`config.mk`:
```
export PLATFORM = sky130hd
export DESIGN_NAME = rx_mbox_fifo
export DESIGN_NICKNAME = d
export VERILOG_FILES = /design/src/rtl/rx_mbox_fifo.sv
export SDC_FILE = /design/constraint.sdc
export NUM_CORES = 1
export LEC_CHECK = 0
export ABC_AREA = 1
export BUFFER_PORTS_ARGS = -buffer_cell sky130_fd_sc_hd__buf_2
export CAP_MARGIN = 25
export CELL_PAD_IN_SITES_DETAIL_PLACEMENT = 0
export CELL_PAD_IN_SITES_GLOBAL_PLACEMENT = 1
export CORE_MARGIN = 5
export CORE_UTILIZATION = 35
export DETAILED_ROUTE_END_ITERATION = 16
export GPL_TIMING_DRIVEN = 0
export HOLD_SLACK_MARGIN = 0.15
export PLACE_DENSITY = 0.72
export SLEW_MARGIN = 20
export SYNTH_ARGS = -nofsm -noshare
export SYNTH_HDL_FRONTEND = slang
export SYNTH_SLANG_ARGS = --single-unit
```
`constraint.sdc`:
```
create_clock -name clk_i -period 6.37 [get_ports clk_i]
set_input_delay 0.3185 -clock clk_i [delete_from_list [all_inputs] [get_ports clk_i]]
set_output_delay 0.3185 -clock clk_i [all_outputs]
set_load 0.1 [all_outputs]
```
`src/rtl/rx_mbox_fifo.sv`:
```
module rx_mbox_fifo #(
  parameter int FRAME_W  = 64,
  parameter int ADDR_W   = 8,
  parameter int DATA_W   = 32,
  parameter int STAT_OFS = 16,
  parameter int IE_OFS   = 20
) (
  input  logic               clk_i,
  input  logic               rst_ni,
  input  logic               rx_store_i,
  input  logic [FRAME_W-1:0] rx_frame_i,
  input  logic [ADDR_W-1:0]  bus_addr_i,
  input  logic               bus_we_i,
  input  logic [DATA_W-1:0]  bus_wdata_i,
  output logic [DATA_W-1:0]  bus_rdata_o,
  output logic [FRAME_W-1:0] mbox_frame_o,
  output logic               irq_o
);
  localparam int SLOTS = 3;
  localparam logic [ADDR_W-1:0] STAT_A = ADDR_W'(STAT_OFS);
  localparam logic [ADDR_W-1:0] IE_A   = ADDR_W'(IE_OFS);
  localparam int REL_B  = 5;
  localparam int OVR_B  = 4;
  localparam int FULL_B = 3;

  logic [FRAME_W-1:0] slot_q [SLOTS];
  logic [1:0] rd_q, wr_q, cnt_q, cnt_d;
  logic       rel_q, full_q, ovr_q;
  logic [2:0] ie_q;
  logic       wr_stat, wr_ie, pop, accept, drop;
  logic       unused_wbits;

  function automatic logic [1:0] step(input logic [1:0] p);
    return (p == 2'(SLOTS - 1)) ? 2'd0 : p + 2'd1;
  endfunction

  assign wr_stat = bus_we_i && (bus_addr_i == STAT_A);
  assign wr_ie   = bus_we_i && (bus_addr_i == IE_A);
  assign pop     = rel_q && (cnt_q != 2'd0);
  assign accept  = rx_store_i && ((cnt_q != 2'(SLOTS)) || pop);
  assign drop    = rx_store_i && !accept;
  assign unused_wbits = ^bus_wdata_i[DATA_W-1:6];

  always_comb begin
    case ({accept, pop})
      2'b10:   cnt_d = cnt_q + 2'd1;
      2'b01:   cnt_d = cnt_q - 2'd1;
      default: cnt_d = cnt_q;
    endcase
  end

  always_ff @(posedge clk_i) begin
    if (!rst_ni) begin
      rd_q   <= '0;
      wr_q   <= '0;
      cnt_q  <= '0;
      rel_q  <= 1'b0;
      full_q <= 1'b0;
      ovr_q  <= 1'b0;
      ie_q   <= '0;
    end else begin
      cnt_q  <= cnt_d;
      rel_q  <= wr_stat && bus_wdata_i[REL_B];
      full_q <= (accept && cnt_d == 2'(SLOTS)) ||
                (full_q && !(wr_stat && bus_wdata_i[FULL_B]));
      ovr_q  <= drop || (ovr_q && !(wr_stat && bus_wdata_i[OVR_B]));
      if (pop)    rd_q <= step(rd_q);
      if (accept) wr_q <= step(wr_q);
      if (wr_ie)  ie_q <= bus_wdata_i[2:0];
    end
  end

  always_ff @(posedge clk_i) begin
    if (accept) slot_q[wr_q] <= rx_frame_i;
  end

  always_comb begin
    bus_rdata_o = '0;
    if (bus_addr_i == STAT_A) begin
      bus_rdata_o[REL_B]  = rel_q;
      bus_rdata_o[OVR_B]  = ovr_q;
      bus_rdata_o[FULL_B] = full_q;
      bus_rdata_o[1:0]    = cnt_q;
    end else if (bus_addr_i == IE_A) begin
      bus_rdata_o[2:0] = ie_q;
    end
  end

  assign mbox_frame_o = (cnt_q != 2'd0) ? slot_q[rd_q] : '0;
  assign irq_o = (ie_q[0] && cnt_q != 2'd0) || (ie_q[1] && full_q) || (ie_q[2] && ovr_q);
endmodule

```
==> impl_metrics.py, run 1 <==
metrics = {
    "detailed_routing": {
        "drt_iter0_markers": 200,
        "dr_wl_met3_um": 1180,
        "first_pass_iters": 4,
        "drc": 0,
        "routed-wl-met2_um": 9845,
        "drtAntennaViolNets": 0,
        "vias": 5642,
        "top_layer": "met4",
        "wl_um": 19200,
        "drt-met1-wl_um": 7768,
        "wl_per_cell_um": 14.70,
        "vias_per_cell": 4.320,
    },
    "clock_tree": {
        "clk_pin_slew_ns": 0.06,
        "clock_latency_ns": 0.50,
        "cts_tree": "yes",
        "clock-sinks": 206,
        "cts.path.max_buffers": 3,
        "cts-root-buf": "clkbuf_16",
        "cts_htree_levels": 1,
        "post-cts-setup-buffer-count": 0,
        "cts_made_buffers": 23,
    },
    "critical_path": {
        "critical_path_class": "register to output pin",
        "worstPathRequired_ns": 6.05,
        "cp_max_fo": 10,
        "cp-end-kind": "output pin",
        "arrival_ns": 2.23,
        "worst_setup_path_start_kind": "register",
    },
    "floorplanning": {
        "die_w_um": 170.0,
        "ios": 205,
        "core_um2": 25180,
        "die_area_um2": 28910,
        "fp-row-count": 58,
        "start_util_pct": 35.60,
        "die_y_um": 170.0,
    },
    "worst_hold_path": {
        "hp-class": "input port to register",
    },
    "cells_and_area": {
        "diodes": 0,
        "drive_above_1_share_pct": 31.97,
        "fill_cells": 2299,
        "utilization_pct": 46.81,
        "nets": 1067,
        "syn2layout_area_growth_pct": 31.51,
    },
    "timing": {
        "fin_ws_ns": 3.820,
        "clock_skew_ns": 0.007709,
        "finalCritPeriodShare_pct": 40.03,
        "rsz0062_at_grt": "no",
        "hold_viol_final": 0,
        "finalSetupViolCount": 0,
        "fin_tns_setup_ns": 0,
        "finalCriticalPeriod_ns": 2.550,
        "slew_viol_final": 0,
        "relSlewSlack_pct": 65.44,
        "worst_pin_slew_ns": 0.5184,
        "fmax_mhz": 392.1,
    },
    "pwr": {
        "seqPwrFrac_pct": 45.2,
        "p_per_area_nw_per_um2": 293.0,
        "power.switching_mw": 1.001,
        "clkPwrFrac_pct": 36.2,
        "p_int_mw": 2.453,
        "swShare_pct": 28.99,
        "power_frac_comb_pct": 18.6,
        "p_leak_nw": 5.353,
        "peakVddDrop_mv": 0.2266,
    },
    "yosys": {
        "synth_area_um2": 8964,
        "synth.distinct_cells": 25,
        "synth_most_common_cell": "edfxtp_1",
        "synth.area.top_cells": "edfxtp_1 64%, mux2_4 10%, inv_1 6.2%, a21oi_1 3.8%, o21ai_1 3.4%",
        "synth-edff-count": 192,
        "ys_seq_area_share_pct": 67.45,
        "ys_ff_latch": 206,
        "synthTopCellsByCount": "192 x edfxtp_1, 149 x inv_1, 68 x a21oi_1",
        "synthFlopType": "edfxtp_1",
        "post-synth-top-area-cell": "edfxtp_1",
        "synth_top_area_share_pct": 64.32,
        "netlist_instances": 675,
        "ys_warn_count": 0,
        "synth_area_per_cell_um2": 13.28,
        "async_flop_share_pct": 0,
    },
    "place": {
        "preCtsSetupSlack_ns": 4.298,
        "port_buffers": 151,
        "dp_hpwl_um": 12700,
        "globalplace.congestion": 0.7337,
    },
    "global_routing": {
        "grt_start_max_net_pins": 36,
        "antenna_found_initial": 0,
        "grt_pass1_wl_um": 29730,
        "grt_remaining_overflow": 0,
        "first_global_vias": 5819,
        "grt.total_usage_pct": 12.90,
    },
    "run": {
        "maxCapViolations": 0,
    },
    "outcome": {
        "outcome": "complete, no violations",
    },
}
[through the flow]
step / cell area (µm²) / hold WS (ns) / instances / total power, mW
floorplan: 9057 / 0.4174 / 700 / 2.082
global placement: 10230 / 0.4546 / 1181 / 2.196
detailed placement: 10340 / 0.4600 / 1191 / 2.202
CTS: 11790 / 0.1725 / 1306 / 3.502
global route: 11790 / 0.1807 / 1306 / 3.595
finish: 11790 / 0.2046 / 1306 / 3.454
[final cells by class]
type / count / area [µm²] / area share (%)
sequential: 206 / 6046 / 51.29
multi-input combinational: 290 / 2012 / 17.07
timing repair buffer: 234 / 1590 / 13.49
clock buffer: 28 / 594.3 / 5.042
inverter: 149 / 564.3 / 4.787
buffer: 55 / 445.4 / 3.779
tap: 330 / 412.9 / 3.503
clock inverter: 14 / 122.6 / 1.040
[layer usage]
metal  GRT usage [%]  up-vias
met4           3.715        0
met3           2.671       35
met2           23.80      134
met5               0        -
li1                -     2816
met1           15.17     2657
[registers in the layout, indices dropped and copies added, names as in the netlist, named ones only]
register,count
slot_q,192
ie_q,3
cnt_q,2
rd_q,2
wr_q,2
full_q,1
ovr_q,1
rel_q,1
[power by group through the flow]
| stage | Clock (mW) | Sequential, mW | Combinational (mW) |
|---|---|---|---|
| after global placement | 0 | 1.59 | 0.601 |
| after floorplan | 0 | 1.59 | 0.491 |
| after detailed placement | 0 | 1.59 | 0.612 |
| final | 1.25 | 1.56 | 0.642 |
| after global routing | 1.35 | 1.57 | 0.677 |
| after CTS | 1.29 | 1.56 | 0.647 |
[worst max-delay path, cell delays in order, from the launching register on]
cell and delay [ns]:
dfxtp_1 0.32, buf_4 0.22, buf_4 0.23, buf_2 0.26
o21ai_0 0.16, inv_1 0.10, buf_2 0.43
[cells by family after synthesis]
kind of cell	Yosys count	synth area share, %
AOI/OAI and AO/OA	140	7.998
buffers and inverters	204	11.21
DFF	206	67.45
muxes	64	10.55
other	1	0.04184
and+or+nand+nor	60	2.750
[path summary, 6_finish.rpt]
check,from,end,slack [ns],cells past startpoint
max,register,mbox_frame_o[1],3.82,6
min,bus_we_i,full_q,0.20,4
max reg2reg,cnt_q[0],slot_q[2][39],4.47,7
min reg2reg,wr_q[1],wr_q[1],0.47,2
[what timing repair did]
action,CTS,global route
hold buffers,73,0
endpoints found under the hold margin,198,0
resized for setup,0,0
[cells in the final DEF, fill, tap and decap left out, drive strengths merged]
master / count
conb: 26
clkinv: 11
clkbuf: 38
mux2: 64
dlygate4sd3: 73
bufinv: 2
nor3: 2
nand4: 1
edfxtp: 192
inv: 150
nor2: 20
nand3: 13
o211a: 1
nand2: 24
buf: 206
a22oi: 1
a211oi: 1
o21ai: 67
o22ai: 2
dfxtp: 14
a21oi: 68
(Power assumes the default switching activity.)
==> run 2, diff against run 1 <==
PLACE_DENSITY = 0.74   (was 0.72)
clock period = 2.3 ns   (was 6.37 ns; I/O delays follow)
==> run 2 against run 1 <==
  * Final area rose by 2.0%
  * Via count fell by 0.14%
  * First-iteration DRC count is 2.5% higher
  * Clock skew increased by 0.013 ns
  * Sequential power increased to 2.8 times the previous value
  * Critical path depth unchanged
  * Clock power rose to 2.6 times the previous value
  * Critical path type unchanged
  * Critical endpoint is now mbox_frame_o[19]
  * Highest routed layer unchanged
==> impl_metrics.py, run 2 (synthesized netlist as in run 1, its figures left out) <==
metrics = {
    "outcome": {
        "outcome": "complete, no violations",
    },
    "cells_and_area": {
        "mostFrequentLayoutCells": "192 x edfxtp_1, 147 x inv_1, 127 x buf_2",
        "fin_area_um2": 12030,
        "regMostFlops": "slot_q",
        "utilization_pct": 47.76,
        "nets": 1079,
        "drive_above_1_share_pct": 32.22,
        "largest_register_ffs": 192,
        "layout.cells.non_filler": 1317,
        "syn2layout_area_growth_pct": 34.17,
        "diodes": 0,
        "top_regs": "slot_q: 192 flops, ie_q: 3 flops",
        "layout_commonest_cell": "edfxtp_1",
    },
    "detailed_routing": {
        "wl_per_cell_um": 14.26,
        "first_pass_iters": 4,
        "vias_per_cell": 4.278,
        "wl_um": 18790,
        "drt_iter0_markers": 205,
        "drtAntennaViolNets": 0,
        "drc": 0,
        "vias": 5634,
    },
    "critical_path": {
        "cp-end-kind": "output pin",
        "critical_path_class": "register to output pin",
        "worst_setup_path_start_kind": "register",
        "r2r_end": "slot_q[1][39]",
        "worstPathRequired_ns": 2.18,
        "r2r_slack_ns": 0.42,
        "arrival_ns": 2.08,
        "cp_max_fo": 10,
        "worstRegToRegCells": 6,
        "r2r-start": "cnt_q[0]",
        "endpoint": "mbox_frame_o[19]",
    },
    "place": {
        "placed_cells": 1190,
        "port_buffers": 151,
        "globalplace.congestion": 0.7206,
        "dp_hpwl_um": 12640,
        "preCtsSetupSlack_ns": 0.4161,
        "placed_area_um2": 10410,
    },
    "clock_tree": {
        "cts_tree": "yes",
        "clock_latency_ns": 0.51,
        "cts.path.max_buffers": 3,
        "post-cts-setup-buffer-count": 0,
        "cts-root-buf": "clkbuf_16",
        "cts_htree_levels": 1,
        "clock-sinks": 206,
        "cts_made_buffers": 23,
        "clk_pin_slew_ns": 0.06,
    },
    "pwr": {
        "p_leak_nw": 5.405,
        "peakVddDrop_mv": 0.6884,
        "p_per_area_nw_per_um2": 783.6,
        "power_mw": 9.423,
    },
    "worst_hold_path": {
        "hp-class": "input port to register",
        "hp-start": "rx_frame_i[8]",
    },
    "timing": {
        "fin_tns_setup_ns": 0,
        "finalSetupViolCount": 0,
        "clock_skew_ns": 0.02110,
        "whs_ns": 0.3451,
        "slew_viol_final": 0,
        "finalCriticalPeriod_ns": 2.193,
        "fin_ws_ns": 0.1066,
        "finalCritPeriodShare_pct": 95.36,
        "rsz0062_at_grt": "no",
        "fmax_mhz": 455.9,
        "hold_viol_final": 0,
    },
    "floorplanning": {
        "die_y_um": 170.0,
        "die_w_um": 170.0,
        "fp-row-count": 58,
        "core_um2": 25180,
        "ios": 205,
        "die_area_um2": 28910,
        "start_util_pct": 35.60,
    },
    "global_routing": {
        "grt_remaining_overflow": 0,
        "grt.total_usage_pct": 12.87,
        "grt_start_max_net_pins": 30,
        "antenna_found_initial": 0,
        "grt_pass1_wl_um": 29910,
        "first_global_vias": 5748,
    },
    "run": {
        "maxCapViolations": 0,
    },
}
run 2: worst min-delay path by stage:
stage / to / slack, ns / cells past startpoint
floorplan: slot_q[0][0] / 0.21 / 0
global placement: slot_q[2][46] / 0.31 / 1
detailed placement: slot_q[1][54] / 0.32 / 1
CTS: slot_q[2][62] / 0.32 / 2
global route: slot_q[2][58] / 0.33 / 2
finish: slot_q[2][8] / 0.35 / 2
run 2: cell type report:
class,count,area [µm²]
Clock buffer,32,619.3
Buffer,55,459.2
Tap cell,330,412.9
Inverter,149,566.8
Timing Repair Buffer,246,1831
Sequential cell,206,6050
Clock inverter,9,60.06
Multi-Input combinational cell,290,2028
Fill cell,2258,13160
run 2: power by group:
part	internal (mW)	switching, mW	total, mW
clock	1.89	1.39	3.28
combinational	0.484	1.33	1.82
sequential	4.28	0.0403	4.32
total	6.66	2.77	9.42
run 2: critical path, stage by stage, from the launching register on:
cell	delay (ns)
dfxtp_1	0.34
buf_8	0.20
buf_8	0.19
mux2_4	0.31
o21ai_1	0.17
inv_1	0.07
buf_2	0.29
run 2: what timing repair did:
item                       in CTS  in global routing
setup endpoints to repair       5                 46
hold buffers                   86                  0
hold endpoints to repair      210                  0
pin swaps                       0                  0
gates cloned                    0                  0
resized for setup               5                 32
run 2: metal layers:
| layer | GRT usage, % | part of all wire, % |
|---|---|---|
| met1 | 15.53 | 41 |
| met2 | 23.68 | 50 |
| met3 | 2.602 | 6.2 |
| met4 | 2.986 | 2.1 |
| met5 | 0 | 0 |
